<file path="src/rtl/exc_ctx_pkg.sv">
package exc_ctx_pkg;
  localparam int NUM_EXC  = 10;
  localparam int CODE_W   = $clog2(NUM_EXC);
  localparam int EE_BIT   = 15;
  localparam int CE_BIT   = 17;
  localparam int CRIT_LO  = 1;
  localparam int CRIT_HI  = 4;
  localparam int ASYNC_LO = 7;
  localparam int CODE_PRG = 5;
  localparam int CODE_ALN = 6;
  localparam int NUM_PAIR = 2;

  // strobes from control to datapath
  typedef struct packed {
    logic              take;
    logic              isReset;
    logic              isCrit;
    logic              useCur;
    logic              doRfi;
    logic              doRfci;
    logic [CODE_W-1:0] code;
  } ctlStb_t;
endpackage

</file>
<file path="src/rtl/exc_ctx_ctrl.sv">
module exc_ctx_ctrl
  import exc_ctx_pkg::*;
(
  input  logic [NUM_EXC-1:0] reqVec,
  input  logic               isSysCall,
  input  logic               multiCycle,
  input  logic               eeOn,
  input  logic               ceOn,
  input  logic               rfiStb,
  input  logic               rfciStb,
  output ctlStb_t            stb
);
  logic [NUM_EXC-1:0] enMask;
  logic [NUM_EXC-1:0] live;
  logic               found;
  logic [CODE_W-1:0]  code;

  // per-line enable by class
  for (genvar i = 0; i < NUM_EXC; i++) begin : g_mask
    if (i >= CRIT_LO && i <= CRIT_HI) begin : g_crit
      assign enMask[i] = ceOn;
    end else if (i >= ASYNC_LO) begin : g_async
      assign enMask[i] = eeOn;
    end else begin : g_always
      assign enMask[i] = 1'b1;
    end
  end

  assign live = reqVec & enMask;

  // fixed priority: lowest index wins
  always_comb begin
    found = 1'b0;
    code  = '0;
    for (int i = NUM_EXC - 1; i >= 0; i--) begin
      if (live[i]) begin
        found = 1'b1;
        code  = CODE_W'(i);
      end
    end
  end

  always_comb begin
    stb         = '0;
    stb.take    = found;
    stb.code    = code;
    stb.isReset = found && (code == '0);
    stb.isCrit  = found && (code >= CODE_W'(CRIT_LO)) && (code <= CODE_W'(CRIT_HI));
    stb.useCur  = multiCycle || (code == CODE_W'(CODE_ALN)) ||
                  ((code == CODE_W'(CODE_PRG)) && !isSysCall);
    stb.doRfci  = !found && rfciStb;
    stb.doRfi   = !found && rfiStb && !rfciStb;
  end
endmodule

</file>
<file path="src/rtl/exc_ctx_dpath.sv">
module exc_ctx_dpath
  import exc_ctx_pkg::*;
#(
  parameter int          XLEN       = 32,
  parameter int          VEC_STRIDE = 256,
  parameter logic [XLEN-1:0] RST_PC  = '1,
  parameter logic [XLEN-1:0] RST_MSR = '0
) (
  input  logic            clk,
  input  logic            rstN,
  input  ctlStb_t         stb,
  input  logic [XLEN-1:0] curPc,
  input  logic [XLEN-1:0] nextPc,
  input  logic [XLEN-1:0] msrIn,
  input  logic [XLEN-1:0] vecBase,
  output logic            redirectValid,
  output logic [XLEN-1:0] redirectPc,
  output logic            msrWe,
  output logic [XLEN-1:0] msrOut,
  output logic [XLEN-1:0] srr0,
  output logic [XLEN-1:0] srr1,
  output logic [XLEN-1:0] srr2,
  output logic [XLEN-1:0] srr3
);
  localparam logic [XLEN-1:0] EE_MASK = XLEN'(1) << EE_BIT;
  localparam logic [XLEN-1:0] CE_MASK = XLEN'(1) << CE_BIT;

  logic [NUM_PAIR-1:0] pairWr;
  logic [XLEN-1:0]     pairAddrIn [NUM_PAIR];
  logic [XLEN-1:0]     pairAddr   [NUM_PAIR];
  logic [XLEN-1:0]     pairMsr    [NUM_PAIR];
  logic [XLEN-1:0]     clrMask;
  logic [XLEN-1:0]     vecAddr;

  // pair 0 noncritical, pair 1 critical
  assign pairWr[0]     = stb.take && !stb.isReset && !stb.isCrit;
  assign pairWr[1]     = stb.take && stb.isCrit;
  assign pairAddrIn[0] = stb.useCur ? curPc : nextPc;
  assign pairAddrIn[1] = nextPc;

  for (genvar p = 0; p < NUM_PAIR; p++) begin : g_pair
    always_ff @(posedge clk or negedge rstN) begin
      if (!rstN) begin
        pairAddr[p] <= '0;
        pairMsr[p]  <= '0;
      end else if (pairWr[p]) begin
        pairAddr[p] <= pairAddrIn[p];
        pairMsr[p]  <= msrIn;
      end
    end
  end

  assign srr0 = pairAddr[0];
  assign srr1 = pairMsr[0];
  assign srr2 = pairAddr[1];
  assign srr3 = pairMsr[1];

  assign clrMask = EE_MASK | (stb.isCrit ? CE_MASK : '0);
  assign vecAddr = vecBase + XLEN'(stb.code) * XLEN'(VEC_STRIDE);

  always_comb begin
    redirectValid = 1'b1;
    msrWe         = 1'b1;
    redirectPc    = vecAddr;
    msrOut        = msrIn & ~clrMask;
    if (stb.isReset) begin
      redirectPc = RST_PC;
      msrOut     = RST_MSR;
    end else if (stb.take) begin
      redirectPc = vecAddr;
    end else if (stb.doRfci) begin
      redirectPc = pairAddr[1];
      msrOut     = pairMsr[1];
    end else if (stb.doRfi) begin
      redirectPc = pairAddr[0];
      msrOut     = pairMsr[0];
    end else begin
      redirectValid = 1'b0;
      msrWe         = 1'b0;
      redirectPc    = nextPc;
      msrOut        = msrIn;
    end
  end
endmodule

</file>
<file path="src/rtl/exc_ctx_unit.sv">
module exc_ctx_unit
  import exc_ctx_pkg::*;
#(
  parameter int          XLEN       = 32,
  parameter int          VEC_STRIDE = 256,
  parameter logic [XLEN-1:0] RST_PC  = 32'hFFFF_FFFC,
  parameter logic [XLEN-1:0] RST_MSR = 32'h0000_0000
) (
  input  logic               clk,
  input  logic               rstN,
  input  logic [NUM_EXC-1:0] reqVec,
  input  logic               isSysCall,
  input  logic               multiCycle,
  input  logic [XLEN-1:0]    curPc,
  input  logic [XLEN-1:0]    nextPc,
  input  logic [XLEN-1:0]    msrIn,
  input  logic [XLEN-1:0]    vecBase,
  input  logic               rfiStb,
  input  logic               rfciStb,
  output logic               excTaken,
  output logic [CODE_W-1:0]  excCode,
  output logic               excCritical,
  output logic               redirectValid,
  output logic [XLEN-1:0]    redirectPc,
  output logic               msrWe,
  output logic [XLEN-1:0]    msrOut,
  output logic [XLEN-1:0]    srr0,
  output logic [XLEN-1:0]    srr1,
  output logic [XLEN-1:0]    srr2,
  output logic [XLEN-1:0]    srr3
);
  ctlStb_t stb;

  exc_ctx_ctrl u_ctrl (
    .reqVec     (reqVec),
    .isSysCall  (isSysCall),
    .multiCycle (multiCycle),
    .eeOn       (msrIn[EE_BIT]),
    .ceOn       (msrIn[CE_BIT]),
    .rfiStb     (rfiStb),
    .rfciStb    (rfciStb),
    .stb        (stb)
  );

  exc_ctx_dpath #(
    .XLEN       (XLEN),
    .VEC_STRIDE (VEC_STRIDE),
    .RST_PC     (RST_PC),
    .RST_MSR    (RST_MSR)
  ) u_dpath (
    .clk           (clk),
    .rstN          (rstN),
    .stb           (stb),
    .curPc         (curPc),
    .nextPc        (nextPc),
    .msrIn         (msrIn),
    .vecBase       (vecBase),
    .redirectValid (redirectValid),
    .redirectPc    (redirectPc),
    .msrWe         (msrWe),
    .msrOut        (msrOut),
    .srr0          (srr0),
    .srr1          (srr1),
    .srr2          (srr2),
    .srr3          (srr3)
  );

  assign excTaken    = stb.take;
  assign excCode     = stb.take ? stb.code : '0;
  assign excCritical = stb.isCrit;
endmodule

</file>
<file path="config.mk">
export PLATFORM = sky130hd
export DESIGN_NAME = exc_ctx_unit
export DESIGN_NICKNAME = d
export VERILOG_FILES = /design/src/rtl/exc_ctx_pkg.sv /design/src/rtl/exc_ctx_ctrl.sv /design/src/rtl/exc_ctx_dpath.sv /design/src/rtl/exc_ctx_unit.sv
export SDC_FILE = /design/constraint.sdc
export NUM_CORES = 1
export LEC_CHECK = 0
export ABC_AREA = 1
export BUFFER_PORTS_ARGS = -buffer_cell sky130_fd_sc_hd__buf_2
export CAP_MARGIN = 10
export CORE_AREA = 4 4 142 171
export CTS_BUF_LIST = sky130_fd_sc_hd__clkbuf_4 sky130_fd_sc_hd__clkbuf_8
export DETAILED_ROUTE_END_ITERATION = 8
export DIE_AREA = 0 0 146 175
export GPL_TIMING_DRIVEN = 0
export PLACE_DENSITY = 0.73
export SLEW_MARGIN = 30
export SYNTH_ARGS = -nofsm -noshare
export SYNTH_HDL_FRONTEND = slang
export SYNTH_SLANG_ARGS = --single-unit
</file>
<file path="constraint.sdc">
create_clock -name clk -period 2.1 [get_ports clk]
set_input_delay 0.105 -clock clk [delete_from_list [all_inputs] [get_ports clk]]
set_output_delay 0.105 -clock clk [all_outputs]
set_load 0.01 [all_outputs]
</file>
==> summary.txt <==
Status - finished with violations
Failing checks - setup timing
Post-synthesis average cell area - 6.657 sq um
Reg2reg start - u_dpath.srr3[17]$_DFFE_PN0P_
CP startpoint - reqVec[8]
Crit. End Element - primary output
Seq/Total Area, Yosys - 38.65%
Final ANT Viol Nets - 0
CTS tree - yes
Total GRT Usage - 28.89%
DRC - 0
Pwr Total - 8.558 mW
Largest net degree at the start of global routing - 83
Worst vdd ir - 0.3485 mV
Critical Path AT - 2.50 ns
Total nets after synthesis - 1,394
Worst-path clk slew - 0.09 ns
Area contributors post-synth - dfrtp_1 (39%), nand2_1 (17%), o21ai_0 (7.7%), inv_1 (7.7%), a21oi_1 (6.9%)
Worst-margin pin slew - 0.7650 ns
Synth Instances - 1,245
Post-synth top flop - dfrtp_1
Placeable Area - 22,450 sq um
Leak - 6.969 nW
Post-synth EDFFs - 0
Met3 Routed Length - 3483 microns
Post-Route Utilization - 57.66%
Clock buffer depth - 2
Clock root buffer - clkbuf_8
Rel. slew slack - 49.00%
Synth cell types - 37
Die W - 146 microns
Worst Reg-to-Reg Cells - 1
Initial antenna violation count - 5
Area grow syn2layout - 56.17%
Post-DP HPWL - 27,940 microns
Die H - 175 microns
Final Cycle Share - 124.0%
P_sw - 3.300 mW
Minimum clock period - 2.603 ns
WHS - 0.1338 ns
Via count - 10,893
Clk_skew - 0 ns
Metal2 WL - 19,470 microns
Final WS setup - -0.5030 ns
Initial core utilization - 36.92%
Synth Register Bits - 128
Final setup viols - 64
Crit Path Class - in -> out
Combinational group share of total power - 33.6%
Share of cells above drive strength 1 - 33.20%
Fmax - 384.2 MHz
Total grt overflow - 0
Register share of total power - 40.2%
PortBufs - 341
RSZ-0062 raised after global routing - yes
Placer Congestion - 0.9320
Hold Crit Class - in -> async
PD cells - 661.2 nW/um^2
First-pass iteration count of the detailed router - 5
Switching Fraction - 38.56%
Max Cap Viol - 0
CTS buffer count - 17
Rows - 60
CP Max Fanout - 3
First-pass GRT wire length - 58,280 microns
Slew Limit Fails - 0
Layout net count - 1,910
Critical Path RT - 2.00 ns
H-tree depth - 4
Synth cell count leaders - nand2_1 (378), inv_1 (169), dfrtp_1 (128), o21ai_0 (127), a21oi_1 (115)
Startpoint types - input port
Synth async-reset ratio - 100.0%
Vias/cell - 5.303
DR WL/cell - 19.24 microns
Top Ports - 344
Clock Power Share - 26.2%
Die area - 25,550 sq um
Synth Cell Area - 8288 sq um
Sink Count - 128
First DRT Iteration DRCs - 873
Fin. Hold Viols - 0
Leading area contributor after synthesis - dfrtp_1
Area share of the largest cell type after synthesis - 38.65%
Vias in the first global route - 10,461
Clock latency on the worst-skew pair - 0.45 ns
Most common cell in the netlist - nand2_1
Int Power - 5.258 mW
Synth warnings - 0
WL final - 39,520 microns
Wire length on met1 - 15,380 microns
DR top layer - met5
## metrics by stage
step	worst slack, ns	instance area [sq um]	instances	setup TNS (ns)
after floorplan	-0.08942	8353	1245	-0.08942
after global placement	-0.9492	10410	1865	-132.05
after detailed placement	-0.7150	10450	1866	-12.19
after CTS	-0.4300	12250	2022	-5.065
after global routing	-0.6763	12940	2054	-19.29
final	-0.5030	12940	2054	-12.00
## area by class of cell
cell class | count | area [sq um]
Tap cell | 279 | 349.1
Sequential cell | 128 | 3203
Inverter | 176 | 678.2
Multi-Input combinational cell | 861 | 4378
Clock inverter | 15 | 160.2
Fill cell | 2086 | 9503
Clock buffer | 17 | 234.0
Buffer | 80 | 585.6
Antenna cell | 1 | 2.502
Timing Repair Buffer | 497 | 3353
## logic make-up (layout without fill, tap and decap cells)
| group | Yosys count | in the layout | share of synthesized area (%) |
|---|---|---|---|
| and+or+nand+nor | 553 | 553 | 27.88 |
| DFF | 128 | 128 | 38.65 |
| other | 0 | 1 | 0 |
| adders and majority gates | 5 | 5 | 0.8454 |
| buffers and inverters | 256 | 785 | 13.36 |
| AOI/OAI and AO/OA | 292 | 292 | 18.10 |
| xor gates and xnor gates | 11 | 11 | 1.162 |
## critical path, cell delays in order
cell,delay (ns)
buf_6,0.10
inv_2,0.04
nand2_2,0.04
nand2_1,0.05
nand2_1,0.04
nand2_1,0.05
nand2_1,0.05
nand2_1,0.07
nand2_2,0.07
nand2_2,0.06
nand2_2,0.07
inv_2,0.07
ha_4,0.13
inv_2,0.03
fa_2,0.32
inv_2,0.07
nand3_2,0.07
nand2_4,0.08
inv_4,0.04
nor2_4,0.12
inv_2,0.07
nor2_4,0.13
buf_4,0.13
nand4_1,0.06
nand2_1,0.09
o211ai_1,0.12
buf_2,0.20
## power groups by stage
| stage | clock [mW] | combinational (mW) | sequential, mW |
|---|---|---|---|
| 2_1_floorplan | 0 | 0.998 | 3.66 |
| 3_3_place_gp | 0 | 2.48 | 3.45 |
| 3_5_place_dp | 0 | 2.53 | 3.46 |
| 4_1_cts | 2.26 | 2.76 | 3.42 |
| 5_1_grt | 2.37 | 3.14 | 3.49 |
| 6_report | 2.24 | 2.88 | 3.44 |
## sequential cells by signal, summed over array words and instances (netlist names)
name          flops
u_dpath.srr2     32
u_dpath.srr1     32
u_dpath.srr0     32
u_dpath.srr3     32
## placed cells by master, fill, tap and decap left out, types with 9 or more instances in the layout
master,n
inv_1,157
o21ai_1,55
dfrtp_1,128
nand3_2,10
inv_2,14
o21ai_0,95
buf_4,46
nor2_4,12
buf_12,10
nor2_1,39
nand2_2,14
nand2_1,361
o21ai_2,14
clkbuf_8,17
clkbuf_2,9
clkbuf_1,24
dlygate4sd3_1,97
nand3_1,82
a21oi_1,106
buf_2,344
buf_6,34
## final timing paths
kind                                                     end  slack [ns]
min in group clk                 u_dpath.srr0[0]$_DFFE_PN0P_        0.30
worst min-delay path            u_dpath.srr1[14]$_DFFE_PN0P_        0.13
max in group asynchronous       u_dpath.srr0[17]$_DFFE_PN0P_        1.18
worst max-delay path                          redirectPc[26]       -0.50
worst min register to register  u_dpath.srr3[12]$_DFFE_PN0P_        0.50
worst max register to register  u_dpath.srr3[17]$_DFFE_PN0P_        1.31
## layer usage
metal	global-route usage (%)	vias up
met5	0	-
met4	9.608	8
met3	6.200	95
met2	50.30	640
met1	35.60	5156
li1	-	4994
## repair_timing
item	CTS	global route
cloned	0	2
setup buffers	27	31
hold buffers	97	0
gates resized for setup	67	155
pin swaps	40	53
endpoints found under the setup margin	63	56
endpoints found under the hold margin	238	0
No activity file was read; power rests on OpenSTA's default activity.
